<file path="src/rtl/serial_ee_pkg.sv">
// Shared types, opcodes and the power-up array pattern for the serial EEPROM slave.
// Assumes the array never exceeds 512 bytes.
package serial_ee_pkg;

    typedef enum logic [2:0] {
        ST_CMD,     // receiving instruction bits
        ST_ADDR,    // receiving the low address byte
        ST_DATA,    // streaming array bytes
        ST_SRDATA,  // receiving status bits
        ST_SRWAIT,  // status complete, waiting for select to rise
        ST_IGNORE   // transaction dropped until deselect
    } see_state_e;

    localparam logic [7:0] OPC_READ_MASK = 8'hF7;
    localparam logic [7:0] OPC_READ      = 8'h03;
    localparam logic [7:0] OPC_SR_WRITE  = 8'h01;

    // Fixed content loaded into the array at reset.
    function automatic logic [7:0] init_byte(input int unsigned a);
        logic [7:0] v;
        v = 8'((a * 29 + 7) % 256);
        if (a >= 256) v = v ^ 8'hA5;
        return v;
    endfunction

endpackage

</file>
<file path="src/rtl/serial_ee_edge.sv">
// Single-edge detector on a slow input sampled by the system clock.
// RISING selects which edge gives a one-cycle pulse. IDLE_LVL is the level assumed at reset.
// Assumes the input is already synchronous to clk.
module serial_ee_edge #(
    parameter bit RISING   = 1'b1,
    parameter bit IDLE_LVL = 1'b0
) (
    input  logic clk,
    input  logic rst_n,
    input  logic sig,
    output logic pulse
);
    logic prev;

    // Keep the previous sample for edge comparison.
    always_ff @(posedge clk) begin
        if (!rst_n) prev <= IDLE_LVL;
        else        prev <= sig;
    end

    generate
        if (RISING) begin : g_rise
            assign pulse = sig & ~prev;
        end else begin : g_fall
            assign pulse = ~sig & prev;
        end
    endgenerate
endmodule

</file>
<file path="src/rtl/serial_ee_protect.sv">
// Write-protect range checker: maps the two protect bits onto the upper part of the array.
// Assumes the address is already masked to AW bits.
module serial_ee_protect #(
    parameter int AW = 9
) (
    input  logic [1:0]    bp,
    input  logic [AW-1:0] addr,
    output logic          blocked
);
    // Decode the protected span from the protect bits.
    always_comb begin
        unique case (bp)
            2'b00:   blocked = 1'b0;
            2'b01:   blocked = (addr[AW-1:AW-2] == 2'b11);
            2'b10:   blocked = addr[AW-1];
            default: blocked = 1'b1;
        endcase
    end

    // the two extreme settings must not depend on the address.
    always_comb begin
        if (bp == 2'b11) a_r11_all_blocked: assert (blocked);
        if (bp == 2'b00) a_r11_none_blocked: assert (!blocked);
    end
endmodule

</file>
<file path="src/rtl/serial_ee_slave.sv">
// Serial EEPROM slave: decodes a one-byte instruction, serves sequential reads from an
// internal array and commits block-protect bits on a correctly framed status write.
// Assumes spi_* inputs are synchronous to clk, with serial clock phases of at least 2 clk.
module serial_ee_slave #(
    parameter int MEM_BYTES   = 512,
    parameter int BUSY_CYCLES = 40
) (
    input  logic       clk,
    input  logic       rst_n,
    input  logic       spi_sel_n,
    input  logic       spi_clk,
    input  logic       spi_din,
    output logic       spi_dout,
    output logic       spi_dout_oe,
    input  logic [8:0] wp_chk_addr,
    output logic       wp_blocked,
    output logic       wr_busy,
    output logic [1:0] bp_state
);
    import serial_ee_pkg::*;

    localparam int AW  = $clog2(MEM_BYTES);
    localparam int BCW = $clog2(BUSY_CYCLES + 1);

    see_state_e     state;
    logic [2:0]     bcnt;
    logic [2:0]     ocnt;
    logic [6:0]     shreg;
    logic           a8;
    logic [AW-1:0]  addr;
    logic [1:0]     sr_pend;
    logic [1:0]     bp;
    logic [BCW-1:0] busy_cnt;
    logic           q, q_oe;
    logic           sclk_rise, sclk_fall, sel_rise;
    logic [7:0]     nxt_byte;
    logic [8:0]     full_addr;
    logic [7:0]     rd_byte;
    logic [7:0]     mem [MEM_BYTES];

    serial_ee_edge #(.RISING(1'b1), .IDLE_LVL(1'b0)) u_sclk_rise (
        .clk(clk), .rst_n(rst_n), .sig(spi_clk), .pulse(sclk_rise));
    serial_ee_edge #(.RISING(1'b0), .IDLE_LVL(1'b0)) u_sclk_fall (
        .clk(clk), .rst_n(rst_n), .sig(spi_clk), .pulse(sclk_fall));
    serial_ee_edge #(.RISING(1'b1), .IDLE_LVL(1'b1)) u_sel_rise (
        .clk(clk), .rst_n(rst_n), .sig(spi_sel_n), .pulse(sel_rise));

    serial_ee_protect #(.AW(AW)) u_protect (
        .bp(bp), .addr(wp_chk_addr[AW-1:0]), .blocked(wp_blocked));

    // Assemble the byte completed by the current input bit and the raw 9-bit read address.
    always_comb begin
        nxt_byte  = {shreg, spi_din};
        full_addr = {a8, nxt_byte};
        rd_byte   = mem[addr];
    end

    // Array storage: loaded with the fixed pattern at reset, read-only afterwards.
    always_ff @(posedge clk) begin
        if (!rst_n) begin
            for (int i = 0; i < MEM_BYTES; i++) mem[i] <= init_byte(i);
        end
    end

    // Transaction sequencer, output shifter, status commit and busy timer.
    always_ff @(posedge clk) begin
        if (!rst_n) begin
            state    <= ST_CMD;
            bcnt     <= '0;
            ocnt     <= '0;
            shreg    <= '0;
            a8       <= 1'b0;
            addr     <= '0;
            sr_pend  <= '0;
            bp       <= '0;
            busy_cnt <= '0;
            q        <= 1'b0;
            q_oe     <= 1'b0;
        end else begin
            if (busy_cnt != '0) busy_cnt <= busy_cnt - 1'b1;
            if (spi_sel_n) begin
                if (sel_rise && state == ST_SRWAIT) begin
                    bp       <= sr_pend;
                    busy_cnt <= BCW'(BUSY_CYCLES);
                end
                state <= ST_CMD;
                bcnt  <= '0;
                ocnt  <= '0;
                q_oe  <= 1'b0;
            end else if (sclk_rise) begin
                shreg <= nxt_byte[6:0];
                bcnt  <= bcnt + 1'b1;
                unique case (state)
                    ST_CMD: if (bcnt == 3'd7) begin
                        if (wr_busy) begin
                            state <= ST_IGNORE;
                        end else if ((nxt_byte & OPC_READ_MASK) == OPC_READ) begin
                            a8    <= nxt_byte[3];
                            state <= ST_ADDR;
                        end else if (nxt_byte == OPC_SR_WRITE) begin
                            state <= ST_SRDATA;
                        end else begin
                            state <= ST_IGNORE;
                        end
                    end
                    ST_ADDR: if (bcnt == 3'd7) begin
                        addr  <= full_addr[AW-1:0];
                        state <= ST_DATA;
                    end
                    ST_SRDATA: if (bcnt == 3'd7) begin
                        sr_pend <= nxt_byte[3:2];
                        state   <= ST_SRWAIT;
                    end
                    ST_SRWAIT: state <= ST_IGNORE;
                    default: ;
                endcase
            end else if (sclk_fall && state == ST_DATA) begin
                q    <= rd_byte[~ocnt];
                q_oe <= 1'b1;
                ocnt <= ocnt + 1'b1;
                if (ocnt == 3'd7) addr <= addr + 1'b1;
            end
        end
    end

    assign wr_busy     = (busy_cnt != '0);
    assign spi_dout    = q;
    assign spi_dout_oe = q_oe;
    assign bp_state    = bp;

    // the output is released once select is high.
    a_r3_hiz_deselected: assert property (@(posedge clk) disable iff (!rst_n)
        spi_sel_n |=> !spi_dout_oe);
    // the output drives only while data is streaming.
    a_r3_oe_only_data: assert property (@(posedge clk) disable iff (!rst_n)
        spi_dout_oe |-> state == ST_DATA);
    // the address steps by one after the last bit of a byte.
    a_r4_addr_step: assert property (@(posedge clk) disable iff (!rst_n)
        (state == ST_DATA && !spi_sel_n && !sclk_rise && sclk_fall && ocnt == 3'd7)
        |=> addr == $past(addr) + 1'b1);
    // the protect bits change only out of the commit wait state.
    a_r7_bp_hold: assert property (@(posedge clk) disable iff (!rst_n)
        state != ST_SRWAIT |=> $stable(bp));
    // the busy timer counts down by one each clock.
    a_r9_busy_countdown: assert property (@(posedge clk) disable iff (!rst_n)
        busy_cnt != '0 |=> busy_cnt == $past(busy_cnt) - 1'b1);
    // no command is accepted while busy.
    a_r10_reject_busy: assert property (@(posedge clk) disable iff (!rst_n)
        (state == ST_CMD && wr_busy) |=> (state == ST_CMD || state == ST_IGNORE));
endmodule

</file>
<file path="config.mk">
export PLATFORM = sky130hd
export DESIGN_NAME = serial_ee_slave
export DESIGN_NICKNAME = d
export VERILOG_FILES = /design/src/rtl/serial_ee_pkg.sv /design/src/rtl/serial_ee_edge.sv /design/src/rtl/serial_ee_protect.sv /design/src/rtl/serial_ee_slave.sv
export SDC_FILE = /design/constraint.sdc
export NUM_CORES = 1
export LEC_CHECK = 0
export ABC_AREA = 1
export BUFFER_PORTS_ARGS = -buffer_cell sky130_fd_sc_hd__buf_2
export CORE_MARGIN = 4
export CORE_UTILIZATION = 50
export DETAILED_ROUTE_END_ITERATION = 8
export PLACE_DENSITY = 0.68
export SLEW_MARGIN = 20
export SYNTH_ARGS = -nofsm -noshare
export SYNTH_HDL_FRONTEND = slang
export SYNTH_SLANG_ARGS = --single-unit
</file>
<file path="constraint.sdc">
create_clock -name clk -period 2.51 [get_ports clk]
set_input_delay 0.1255 -clock clk [delete_from_list [all_inputs] [get_ports clk]]
set_output_delay 0.1255 -clock clk [all_outputs]
set_load 0.01 [all_outputs]
</file>
After elaboration in Yosys (flattened, before gate mapping)
Memories as Yosys holds them, arrays and structs flattened. A register that Yosys moved wholly into a read port is not among the register bits.
Cells that the tools add are included.
{"block": "op_classes", "addsub": 4, "n_lt_le_gt_ge": 1, "eq_ne": 16, "mux": 277, "bitwise_logic": 11, "n_reduce_logical": 17}
{"cell": "2-to-1 mux 8 bit", "n": 256}
{"cell": "2-to-1 mux 9 bit", "n": 7}
{"cell": "2-to-1 mux 3 bit", "n": 6}
{"cell": "2-to-1 mux 6 bit", "n": 3}
{"cell": "one-hot mux 3 bit (4 select lines)", "n": 1}
{"cell": "AND reduction 5 bit", "n": 2}
{"cell": "adder 9 x 1 -> 9 bit (second input constant)", "n": 1}
{"cell": "equality test 3 bit (second input constant)", "n": 3}
{"cell": "equality test 8 x 1 -> 1 bit (second input constant)", "n": 1}
{"cell": "equality test 7 x 2 -> 1 bit (second input constant)", "n": 1}
{"cell": "inverter 1 bit", "n": 7}
{"cell": "adder 3 x 1 -> 3 bit (second input constant)", "n": 2}
{"cell": "equality test 3 x 2 -> 1 bit (second input constant)", "n": 2}
{"cell": "!= test 2 bit (second input constant)", "n": 3}
{"cell": "AND reduction 2 bit", "n": 3}
{"cell": "AND reduction 6 bit", "n": 1}
{"cell": "nonzero test 6 bit", "n": 1}
{"cell": "subtractor 6 x 1 -> 6 bit (second input constant)", "n": 1}
{"cell": "equality test 2 bit (second input constant)", "n": 2}
{"cell": "less-than comparator 3 x 4 -> 1 bit (second input constant)", "n": 1}
{"cell": "!= test 2 x 1 -> 1 bit (second input constant)", "n": 2}
{"cell": "AND reduction 4 bit", "n": 1}
{"cell": "nonzero test 2 bit", "n": 2}
{"cell": "nonzero test 4 bit", "n": 1}
{"cell": "other kinds (12)", "n": 16}
{"block": "totals", "register_bits": 40, "mem_bits_rw": 4096, "in_bits": 14, "output_inout_bits": 6, "elab_cells": 340, "mem_count": 1}
{"memory": "mem", "depth": 512, "word_bits": 8, "rd": 1, "rd_clocked_by_memory_dff": 1, "wr": 512, "line_no": "serial_ee_slave.sv:39", "text": "logic [7:0] mem [MEM_BYTES];"}

Depth between registers and ports, before layout
Gate-level depths: netlist of run 1.
{"block": "logic_depth", "word_depth": 7, "ltp_mapped": 18}

Modules after synthesis
A second synthesis of run 1 with hierarchy kept.
{"block": "hier_totals", "hier_cells": 458, "hier_area_um2": 3165.5}
{"module": "serial_ee_slave", "n_inst": 1, "cells_each": 441, "area_each_um2": 3045.4, "seq_area_each_um2": 940.9}
{"module": "serial_ee_edge at u_sclk_rise", "n_inst": 1, "cells_each": 5, "area_each_um2": 37.5, "seq_area_each_um2": 20.0}
{"module": "serial_ee_edge at u_sclk_fall", "n_inst": 1, "cells_each": 5, "area_each_um2": 35.0, "seq_area_each_um2": 20.0}
{"module": "serial_ee_edge at u_sel_rise", "n_inst": 1, "cells_each": 4, "area_each_um2": 33.8, "seq_area_each_um2": 20.0}
{"module": "serial_ee_protect", "n_inst": 1, "cells_each": 3, "area_each_um2": 13.8, "seq_area_each_um2": 0.0}

Least setup slack after synthesis of run 1
Ideal clock, no wire load.
{"block": "synth_path", "path_kind": "reg2reg", "startpoint": "register (tool-made name)", "endpoint": "register q (netlist: spi_dout)", "arrival_ns": 1.888, "required_ns": 2.401, "slack_ns": 0.513, "path_stages_with_launch": 19, "path_buffers": 0, "path_cell_list": "dfxtp_1 -> inv_1 -> ha_1 -> o21ai_0 -> nand2_1 -> nand2_1 -> nand2_1 -> nand2_1 -> o21ai_0 -> nand2_1 -> nand2_1 -> nand2_1 -> nand2_1 -> nand2_1 -> nand2_1 -> nand2_1 -> nand3_1 -> nand2_1 -> inv_1"}
{"item": "end signal: assignment", "line_no": "serial_ee_slave.sv:118", "text": "q <= rd_byte[~ocnt];"}
{"item": "end: declaration", "line_no": "serial_ee_slave.sv:34", "text": "logic q, q_oe;"}

==> impl_metrics.toml, run 1 <==
[outcome]
status = "completed"

[placed_design]
dp_cells = 572
place.detailed.hpwl_mm = 5.45
place_congestion = 0.882
portBuffers = 12

[floorplanning]
io_pins = 20
fp-row-count = 28
die-area_um2 = 7610
coreArea_um2 = 5990
dieHeight_um = 87.2
initial_core_util = 0.524
die_w_um = 87.2

[global_routing]
grt_overflow = 0
grt_util_all_layers = 0.206
grt_pass1_wl_mm = 12.8
antenna_found_initial = 0
grt_pass1_vias = 2903
grt_max_degree = 19

[finish]
areaGrowthSynthToFinish_pct = 7.74
diodes = 0
fin_nets = 535
fin_cells = 580
drive_gt1_frac = 0.0891

[power_and_ir_drop]
leakagePower_nw = 1.57
peakVddDrop_mv = 0.423
power_density_nw_per_um2 = 498

[clock_tree]
cts_buffer_depth = 2
clkTransAtPathRegs_ns = 0.08
cts_buffers = 5
cts_resized = 0
htree_num_levels = 2
clock-sinks = 49
ctsRootBufferMaster = "clkbuf_8"
hold_buffers = 0
clk_latency_ns = 0.29
tritoncts = "done"
post_cts_buffers = 0

[critical_path]
startpoint_type = "register"
critical_path.max_stage_delay_ns = 0.33
critPathMostFrequentCell = "nand2_1"
end_kind = "register"
crit_fanout = 11
cp.required_ns = 2.71
crit_type = "reg2reg"
path_cells = "buf_4 -> ha_1 -> o21ai_0 -> nand2_1 -> nand2_1 -> nand2_1 -> nand2_1 -> nand2_1 -> nand2_1 -> nand2_1 -> o21ai_1 -> nand2_1 -> nand3_1 -> nand3_1 -> nand2_1 -> inv_1"
cp_slowest_cell = "dfxtp_1"
critPathArrivalTime_ns = 2.27

[sta]
period_needed_ns = 2.07
max_freq_ghz = 0.483
final.setup.tns_ns = 0
slew_viol_final = 0
timing.final.crit_share = 0.824
hold_violations = 0
tightest_slew_ns = 0.473
clock_skew_ns = 0.00498
slew_headroom = 0.683
rsz0062_at_grt = "false"
setup_violations = 0

[synthesis]
ys_ff_latch = 49
synth.net_count = 522
synth.distinct_cells = 33
ys_seq_area_frac = 0.313
syn_inst = 491
synth.avg_cell_area_um2 = 6.39
ys.warnings.count = 0
syn_area_um2 = 3140

[route]
route.vias.total = 3119
wl_per_cell_um = 12.2
via_per_inst = 5.38
first_iter_violations = 81
antenna_left = 0
drcViolationCount = 0
wl_mm = 7.08
dr.pass1.iters = 5

[run]
drv_cap = 0

[min_path]
hp-start = "spi_clk"
hold_path_class = "in2reg"
## cell usage after synthesis
master,count,area share
nor3_2,2,0.0064
o21a_1,3,0.0072
nand4_2,1,0.0040
nand2_1,129,0.15
a41oi_1,1,0.0028
buf_2,4,0.0064
inv_1,55,0.066
a21oi_1,44,0.070
nor4_1,2,0.0040
o21ai_0,43,0.069
buf_4,2,0.0048
xor2_1,2,0.0056
nand3_1,40,0.064
nor2_1,44,0.053
o21ai_1,2,0.0032
nand2_2,1,0.0020
a221oi_1,1,0.0028
a211oi_1,5,0.012
nor2_2,6,0.012
or2_2,1,0.0020
a21o_1,1,0.0024
buf_6,3,0.011
nand3b_1,1,0.0024
inv_2,7,0.0084
nor3_1,7,0.011
ha_1,17,0.068
clkbuf_1,4,0.0048
a31oi_1,3,0.0060
dfxtp_1,49,0.31
xnor2_1,1,0.0028
buf_1,1,0.0012
nand4_1,5,0.010
o211ai_1,4,0.0096
## cell families after synthesis
family,share of synthesized area
buffers and inverters,0.102
AOI/OAI and AO/OA,0.185
adders and majority gates,0.0678
and+or+nand+nor,0.325
xor gates and xnor gates,0.00837
DFF,0.313
## critical path, delay by kind of cell, from the launching register on
family / cells / cell delay, ns
AO/OA/AOI/OAI: 2 / 0.39
adder cells (fa/ha/maj): 1 / 0.25
buffers and inverters: 2 / 0.21
flip-flops: 1 / 0.33
AND/OR/NAND/NOR: 11 / 0.79
## stage by stage
| step | area [um2] | setup slack [ns] | total power [mW] | hold WS, ns | utilization |
|---|---|---|---|---|---|
| floorplan | 3140 | 0.513 | 1.07 | 0.219 | - |
| global placement | 3260 | 0.467 | 1.14 | 0.337 | 0.545 |
| detailed placement | 3260 | 0.458 | 1.14 | 0.340 | 0.545 |
| CTS | 3380 | 0.442 | 1.71 | 0.0260 | 0.564 |
| global route | 3380 | 0.167 | 1.79 | 0.0495 | 0.564 |
| finish | 3380 | 0.441 | 1.68 | 0.0296 | 0.564 |
## metal layers
layer / share of wire / up-vias / global-route usage
met5: 0 / - / 0
met4: 0.017 / 0 / 0.0711
met3: 0.038 / 9 / 0.0293
met2: 0.48 / 61 / 0.362
met1: 0.46 / 1418 / 0.256
li1: - / 1631 / -
## placed cells by master, fill, tap and decap left out
cell and n:
nand2_1 129, inv_1 55, dfxtp_1 49, nor2_1 44, a21oi_1 44, o21ai_0 43, nand3_1 40, ha_1 17
buf_2 12, buf_4 8, inv_2 7, nor3_1 7, nor2_2 6, clkbuf_8 6, a211oi_1 5, nand4_1 5
o211ai_1 4, a31oi_1 3, o21a_1 3, nor3_2 2, xor2_1 2, nor4_1 2, o21ai_1 2, nand4_2 1
or2_2 1, nand3b_1 1, a41oi_1 1, nand2_2 1, a21o_1 1, xnor2_1 1, a221oi_1 1, clkbuf_1 1
bufinv_16 1
## cell type report
type / count / area (um2)
Inverter: 62 / 233
Clock inverter: 1 / 30.0
Timing Repair Buffer: 20 / 120
Multi-Input combinational cell: 366 / 1840
Tap cell: 75 / 93.8
Fill cell: 616 / 2610
Clock buffer: 7 / 86.3
Sequential cell: 49 / 981
## worst paths after layout
| path | end | slack [ns] | depth (start not counted) |
|---|---|---|---|
| setup / recovery | spi_dout$_SDFFE_PN0P_ | 0.44 | 16 |
| hold / removal | u_sclk_rise.prev$_SDFF_PN0_ | 0.03 | 3 |
| setup reg to reg | spi_dout$_SDFFE_PN0P_ | 0.44 | 16 |
| hold reg to reg | spi_dout_oe$_SDFFE_PP0P_ | 0.45 | 2 |
## power by group
| group | leakage [nW] | switching, mW | total, mW | internal, mW |
|---|---|---|---|---|
| logic | 1.11 | 0.177 | 0.275 | 0.0980 |
| clock network | 0.0585 | 0.234 | 0.558 | 0.325 |
| registers | 0.398 | 0.0288 | 0.849 | 0.820 |
| total | 1.57 | 0.440 | 1.68 | 1.24 |
(Power assumes the default switching activity.)
==> run 2, diff against run 1 <==
==> constraint.sdc (replaced) <==
create_clock -name clk -period 2.05 [get_ports clk]
set_input_delay 0.1025 -clock clk [delete_from_list [all_inputs] [get_ports clk]]
set_output_delay 0.1025 -clock clk [all_outputs]
set_load 0.01 [all_outputs]
==> run 2 against run 1 <==
  * Power up 26%
  * Critical endpoint unchanged
  * Sequential share of layout area down 0.96 points
  * Global-route usage up 0.54 points
  * Wire length up 4.8%
  * Final cell count up 1.7%
==> impl_metrics.toml, run 2 (synthesis results as in run 1) <==
[outcome]
status = "completed"

[global_routing]
antenna_found_initial = 0
grt_overflow = 0
grt_util_all_layers = 0.211
grt_pass1_wl_mm = 13.1
grt_pass1_vias = 2933
grt_max_degree = 19

[power_and_ir_drop]
peakVddDrop_mv = 0.470
power_density_nw_per_um2 = 603
leakagePower_nw = 1.63

[route]
via_per_inst = 5.29
drcViolationCount = 0
wl_per_cell_um = 12.6
wl_mm = 7.43
antenna_left = 0
route.vias.total = 3124
first_iter_violations = 85
dr.pass1.iters = 4

[sta]
hold_violations = 0
max_freq_ghz = 0.539
final.setup.tns_ns = 0
setup_violations = 0
fin_ws_ns = 0.195
slew_viol_final = 0
slew_headroom = 0.627
clock_skew_ns = 0.00387
period_needed_ns = 1.86
tightest_slew_ns = 0.557
rsz0062_at_grt = "true"
timing.final.crit_share = 0.905

[placed_design]
portBuffers = 12
place.detailed.hpwl_mm = 5.59
pre_cts_ws_ns = 0.105
place_congestion = 0.900

[min_path]
min_to = "u_sclk_rise.prev$_SDFF_PN0_"
hold_path_class = "in2reg"
hold_path_depth = 3
hp-start = "spi_clk"

[finish]
final_common_cell = "nand2_1"
mostFrequentLayoutCells = "nand2_1, inv_1, dfxtp_1"
utilization = 0.587
n_fill_cell = 589
diodes = 0
fin_nets = 545
areaGrowthSynthToFinish_pct = 12.0
drive_gt1_frac = 0.132

[critical_path]
r2r_end = "spi_dout$_SDFFE_PN0P_"
crit_type = "reg2reg"
crit_fanout = 5
critical_path.max_stage_delay_ns = 0.34
critPathArrivalTime_ns = 2.06
cp.required_ns = 2.25
path_cells = "inv_1 -> buf_4 -> ha_1 -> a21oi_1 -> o21ai_0 -> nand3_1 -> nand2_1 -> inv_1 -> nand3_1 -> nand3_1 -> nand2_1 -> nand3_1 -> nand3_1 -> nand2_1 -> inv_1"
r2r_cells = 15
critPathTopFamily = "simple AND/OR/NAND/NOR gates"
startpoint_type = "register"
r2r_setup_slack_ns = 0.19
cp_slowest_cell = "dfxtp_2"
end_kind = "register"
critPathMostFrequentCell = "nand3_1"
path_buf_inv = 4

[clock_tree]
clock-sinks = 49
ctsRootBufferMaster = "clkbuf_8"
htree_num_levels = 2
cts_buffer_depth = 2
clkTransAtPathRegs_ns = 0.08
clk_latency_ns = 0.30
tritoncts = "done"
cts_buffers = 5

[run]
drv_cap = 0

[floorplanning]
io_pins = 20
initial_core_util = 0.524
fp-row-count = 28
die-area_um2 = 7610
dieHeight_um = 87.2
die_w_um = 87.2
coreArea_um2 = 5990
## run 2: cell types whose count changed in the layout (fill, tap and decap cells not counted), sizes merged
cell	previous run	this run
buf	20	30
## run 2: worst max path at each step
stage                                    start                    end  cells after the start  slack [ns]
after global placement                register  spi_dout$_SDFFE_PN0P_                     17        0.12
after detailed placement              register  spi_dout$_SDFFE_PN0P_                     16        0.10
final                                 register  spi_dout$_SDFFE_PN0P_                     15        0.19
after floorplan                       register  spi_dout$_SDFFE_PN0P_                     18        0.05
after CTS                             register  spi_dout$_SDFFE_PN0P_                     14        0.09
after global routing      bcnt[1]$_SDFFE_PP0P_               register                     11       -0.03
## run 2: cell type report
type / count / area (um2) / share of cell area
Clock inverter: 1 / 30.0 / 0.00854
Multi-Input combinational cell: 366 / 1880 / 0.535
Timing Repair Buffer: 30 / 203 / 0.0577
Inverter: 62 / 235 / 0.0669
Sequential cell: 49 / 986 / 0.281
Tap cell: 75 / 93.8 / 0.0267
Clock buffer: 7 / 86.3 / 0.0246
## run 2: what timing repair did
action	4_1_cts	5_1_grt
buffers inserted	0	3
hold buffers	0	0
setup endpoints to repair	0	5
resized for setup	0	20
## run 2: per-layer routing
metal,track usage,wire (um),vias up
li1,-,-,1668
met1,0.262,3420,1397
met2,0.378,3680,48
met3,0.0284,208,11
met4,0.0628,120,0
met5,0,0,-
## run 2: report_power, final
part	switching (mW)	internal (mW)	total (mW)	leakage, nW
Sequential	0.0407	1.00	1.05	0.400
Combinational	0.238	0.147	0.385	1.17
Clock	0.293	0.397	0.691	0.0585
Total	0.572	1.55	2.12	1.63
## run 2: through the flow
step                      instance area, um2  cells  hold WS, ns  total power, mW
after floorplan                         3140    491        0.196             1.32
after global placement                  3320    579        0.314             1.42
after detailed placement                3320    579        0.316             1.43
after CTS                               3430    587      0.00303             2.12
after global routing                    3510    590       0.0182             2.25
final                                   3510    590      0.00439             2.12
## run 2: worst reg2reg max path, cell delays in order (launching register included)
cell	delay, ns
dfxtp_2	0.34
inv_1	0.07
buf_4	0.16
ha_1	0.31
a21oi_1	0.13
o21ai_0	0.09
nand3_1	0.08
nand2_1	0.07
inv_1	0.07
nand3_1	0.07
nand3_1	0.09
nand2_1	0.06
nand3_1	0.07
nand3_1	0.06
nand2_1	0.06
inv_1	0.03
==> run 3, diff against run 2 <==
--- a/config.mk
+++ b/config.mk
@@ -5,12 +5,13 @@
 export SDC_FILE = /design/constraint.sdc
 export NUM_CORES = 1
 export LEC_CHECK = 0
-export ABC_AREA = 1
+export ABC_AREA = 0
 export BUFFER_PORTS_ARGS = -buffer_cell sky130_fd_sc_hd__buf_2
 export CORE_MARGIN = 4
 export CORE_UTILIZATION = 50
 export DETAILED_ROUTE_END_ITERATION = 8
 export PLACE_DENSITY = 0.68
+export RECOVER_POWER = 100
 export SLEW_MARGIN = 20
 export SYNTH_ARGS = -nofsm -noshare
 export SYNTH_HDL_FRONTEND = slang
==> run 3 against run 2 <==
  * Die area grew 3.5%
  * Setup slack lost 0.13 ns
  * Largest power group unchanged
  * Non-clock buffer count grew 9
  * Critical endpoint unchanged
  * Critical path depth shrank 7
  * Final area grew 2.1%
  * Clock skew grew 0.0030 ns
  * Fmax shrank 6.6%
  * Via count shrank 6.7%
  * Flip-flop and latch count is the same
==> impl_metrics.toml, run 3 <==
[outcome]
status = "completed"

[placed_design]
portBuffers = 12
dp_cells = 496
dpl_cell_area_um2 = 3470
place.detailed.hpwl_mm = 5.00
pre_cts_ws_ns = -0.0112
place_congestion = 0.891

[power_and_ir_drop]
pwr-share-seq = 0.531
leakagePower_nw = 1.27
peakVddDrop_mv = 0.547
netSwitchingFraction = 0.284
power_switching_mw = 0.566
combPwrFrac = 0.200
p_clk_frac = 0.269
p_total_mw = 1.99
power_density_nw_per_um2 = 554
internal_power_mw = 1.42

[global_routing]
grt_max_degree = 37
grt_pass1_vias = 2642
grt-busiest-layer = "met2"
grt_overflow = 0
grt_use_met1 = 0.250
gr-usage-met3 = 0.0279
grt_pass1_wl_mm = 12.2
grt.met2_usage = 0.323
antenna_found_initial = 0
grt_util_all_layers = 0.191

[critical_path]
r2r_setup_slack_ns = 0.06
r2r_end = "spi_dout$_SDFFE_PN0P_"
cp.required_ns = 2.23
r2r_cells = 8
startpoint_type = "register"
critPathTopFamily = "compound AO/OA/AOI/OAI gates"
critical_path.max_stage_delay_ns = 0.36
end_kind = "register"
cp_slowest_cell = "dfxtp_2"
crit_type = "reg2reg"
path_buf_inv = 0
path_cells = "ha_2 -> mux2_4 -> o22ai_2 -> o21ai_1 -> a32oi_2 -> xnor2_1 -> o221a_1 -> o221ai_2"
crit_fanout = 5
critPathArrivalTime_ns = 2.17

[clock_tree]
hold_buffers = 0
cts_buffers = 5
ctsRootBufferMaster = "clkbuf_8"
clkTransAtPathRegs_ns = 0.08
clk_latency_ns = 0.30
tritoncts = "done"
cts_buffer_depth = 2
clock-sinks = 49
htree_num_levels = 2

[min_path]
hp-start = "spi_clk"
hold_path_depth = 2
min_to = "u_sclk_rise.prev$_SDFF_PN0_"
hold_path_class = "in2reg"

[synthesis]
synth_common_cells = "dfxtp_1, nor2_1, o21ai_0"
synth_top_area_frac = 0.301
syn_inst = 411
ys_ff_latch = 49
synth.avg_cell_area_um2 = 7.93
ys.flop_type = "dfxtp_1"
synth.net_count = 442
synth_edf_count = 0
synth_area_leaders = "dfxtp_1, ha_1, o21ai_0"
syn_area_um2 = 3260
synth_area_leader_cell = "dfxtp_1"
synth_most_common_cell = "dfxtp_1"
ys_seq_area_frac = 0.301
ys.warnings.count = 0
synth.distinct_cells = 63
async_reset_ff_frac = 0

[floorplanning]
dieHeight_um = 88.7
initial_core_util = 0.513
fp-row-count = 29
die_w_um = 88.7
coreArea_um2 = 6350
io_pins = 20
die-area_um2 = 7870

[sta]
timing.final.crit_share = 0.969
rsz0062_at_grt = "true"
slew_headroom = 0.598
clock_skew_ns = 0.00684
slew_viol_final = 0
hold_violations = 0
final.setup.tns_ns = 0
fin_ws_ns = 0.0628
period_needed_ns = 1.99
tightest_slew_ns = 0.603
max_freq_ghz = 0.503
setup_violations = 0

[route]
wl_mm = 7.04
dr.pass1.iters = 4
drcViolationCount = 0
route.vias.total = 2916
antenna_left = 0
first_iter_violations = 90
via_per_inst = 5.77
wl_per_cell_um = 13.9

[finish]
drive_gt1_frac = 0.129
design_area_um2 = 3590
seq_area_um2 = 985
mostFrequentLayoutCells = "dfxtp_1, nor2_1, o21ai_0"
multi_input_area_um2 = 2120
final_common_cell = "dfxtp_1"
fin_nets = 458
diodes = 0
areaGrowthSynthToFinish_pct = 10.1
n_fill_cell = 608
fin_cells = 505

[run]
drv_cap = 0
[run 3: cell count changes after synthesis, sizes merged, moves of 9 or more]
cell	change
nor2	-12
clkbuf	+10
xnor2	+9
inv	-49
nor2b	+15
a21boi	+9
a21oi	-14
mux2i	+9
nand2	-96
nand3	-29
[run 3: timing repair]
item                       in CTS  in global routing
gates resized for setup         3                  9
pin swaps                       0                  5
setup endpoints to repair       8                  5
setup buffers                   0                  1
[run 3: cells by family (layout without fill, tap and decap cells)]
group	Yosys count	in the layout	share of synthesized area
simple gates	150	150	0.240
flops	49	49	0.301
mux	11	11	0.0357
compound gates	129	129	0.260
fa+ha+maj	17	17	0.0653
xor+xnor	12	12	0.0322
buf+inv	43	60	0.0660
[run 3: worst max path at each step]
stage          startpoint                     to  slack [ns]  depth (start not counted)
2_1_floorplan    register  spi_dout$_SDFFE_PN0P_        0.03                         10
3_3_place_gp     register  spi_dout$_SDFFE_PN0P_        0.01                          9
3_5_place_dp     register  spi_dout$_SDFFE_PN0P_       -0.01                          9
4_1_cts          register  spi_dout$_SDFFE_PN0P_       0.004                          8
5_1_grt          register  spi_dout$_SDFFE_PN0P_       -0.04                          8
6_report         register  spi_dout$_SDFFE_PN0P_        0.06                          8
[run 3: power groups by stage]
| stage | clock, mW | sequential [mW] | combinational [mW] |
|---|---|---|---|
| after detailed placement | 0 | 1.08 | 0.421 |
| after global routing | 0.583 | 1.07 | 0.456 |
| after CTS | 0.553 | 1.06 | 0.424 |
| after floorplan | 0 | 1.07 | 0.324 |
| final | 0.535 | 1.06 | 0.398 |
| after global placement | 0 | 1.08 | 0.415 |
[run 3: through the flow]
stage	utilization	hold slack, ns
floorplan	-	0.224
global placement	0.547	0.343
detailed placement	0.547	0.350
CTS	0.563	0.0430
global route	0.565	0.0622
finish	0.565	0.0435
[run 3: area by class of cell]
cell class,count,share of cell area
multi-input combinational,319,0.591
sequential,49,0.274
timing repair buffer,39,0.0722
tap,77,0.0268
clock buffer,8,0.0223
inverter,13,0.0136
[run 3: routing by layer]
layer / part of all wire / wire (um) / vias to the layer above
met4: 0.016 / 111 / 0
met3: 0.035 / 247 / 11
met2: 0.48 / 3360 / 56
met5: 0 / 0 / -
li1: - / - / 1498
met1: 0.47 / 3320 / 1351
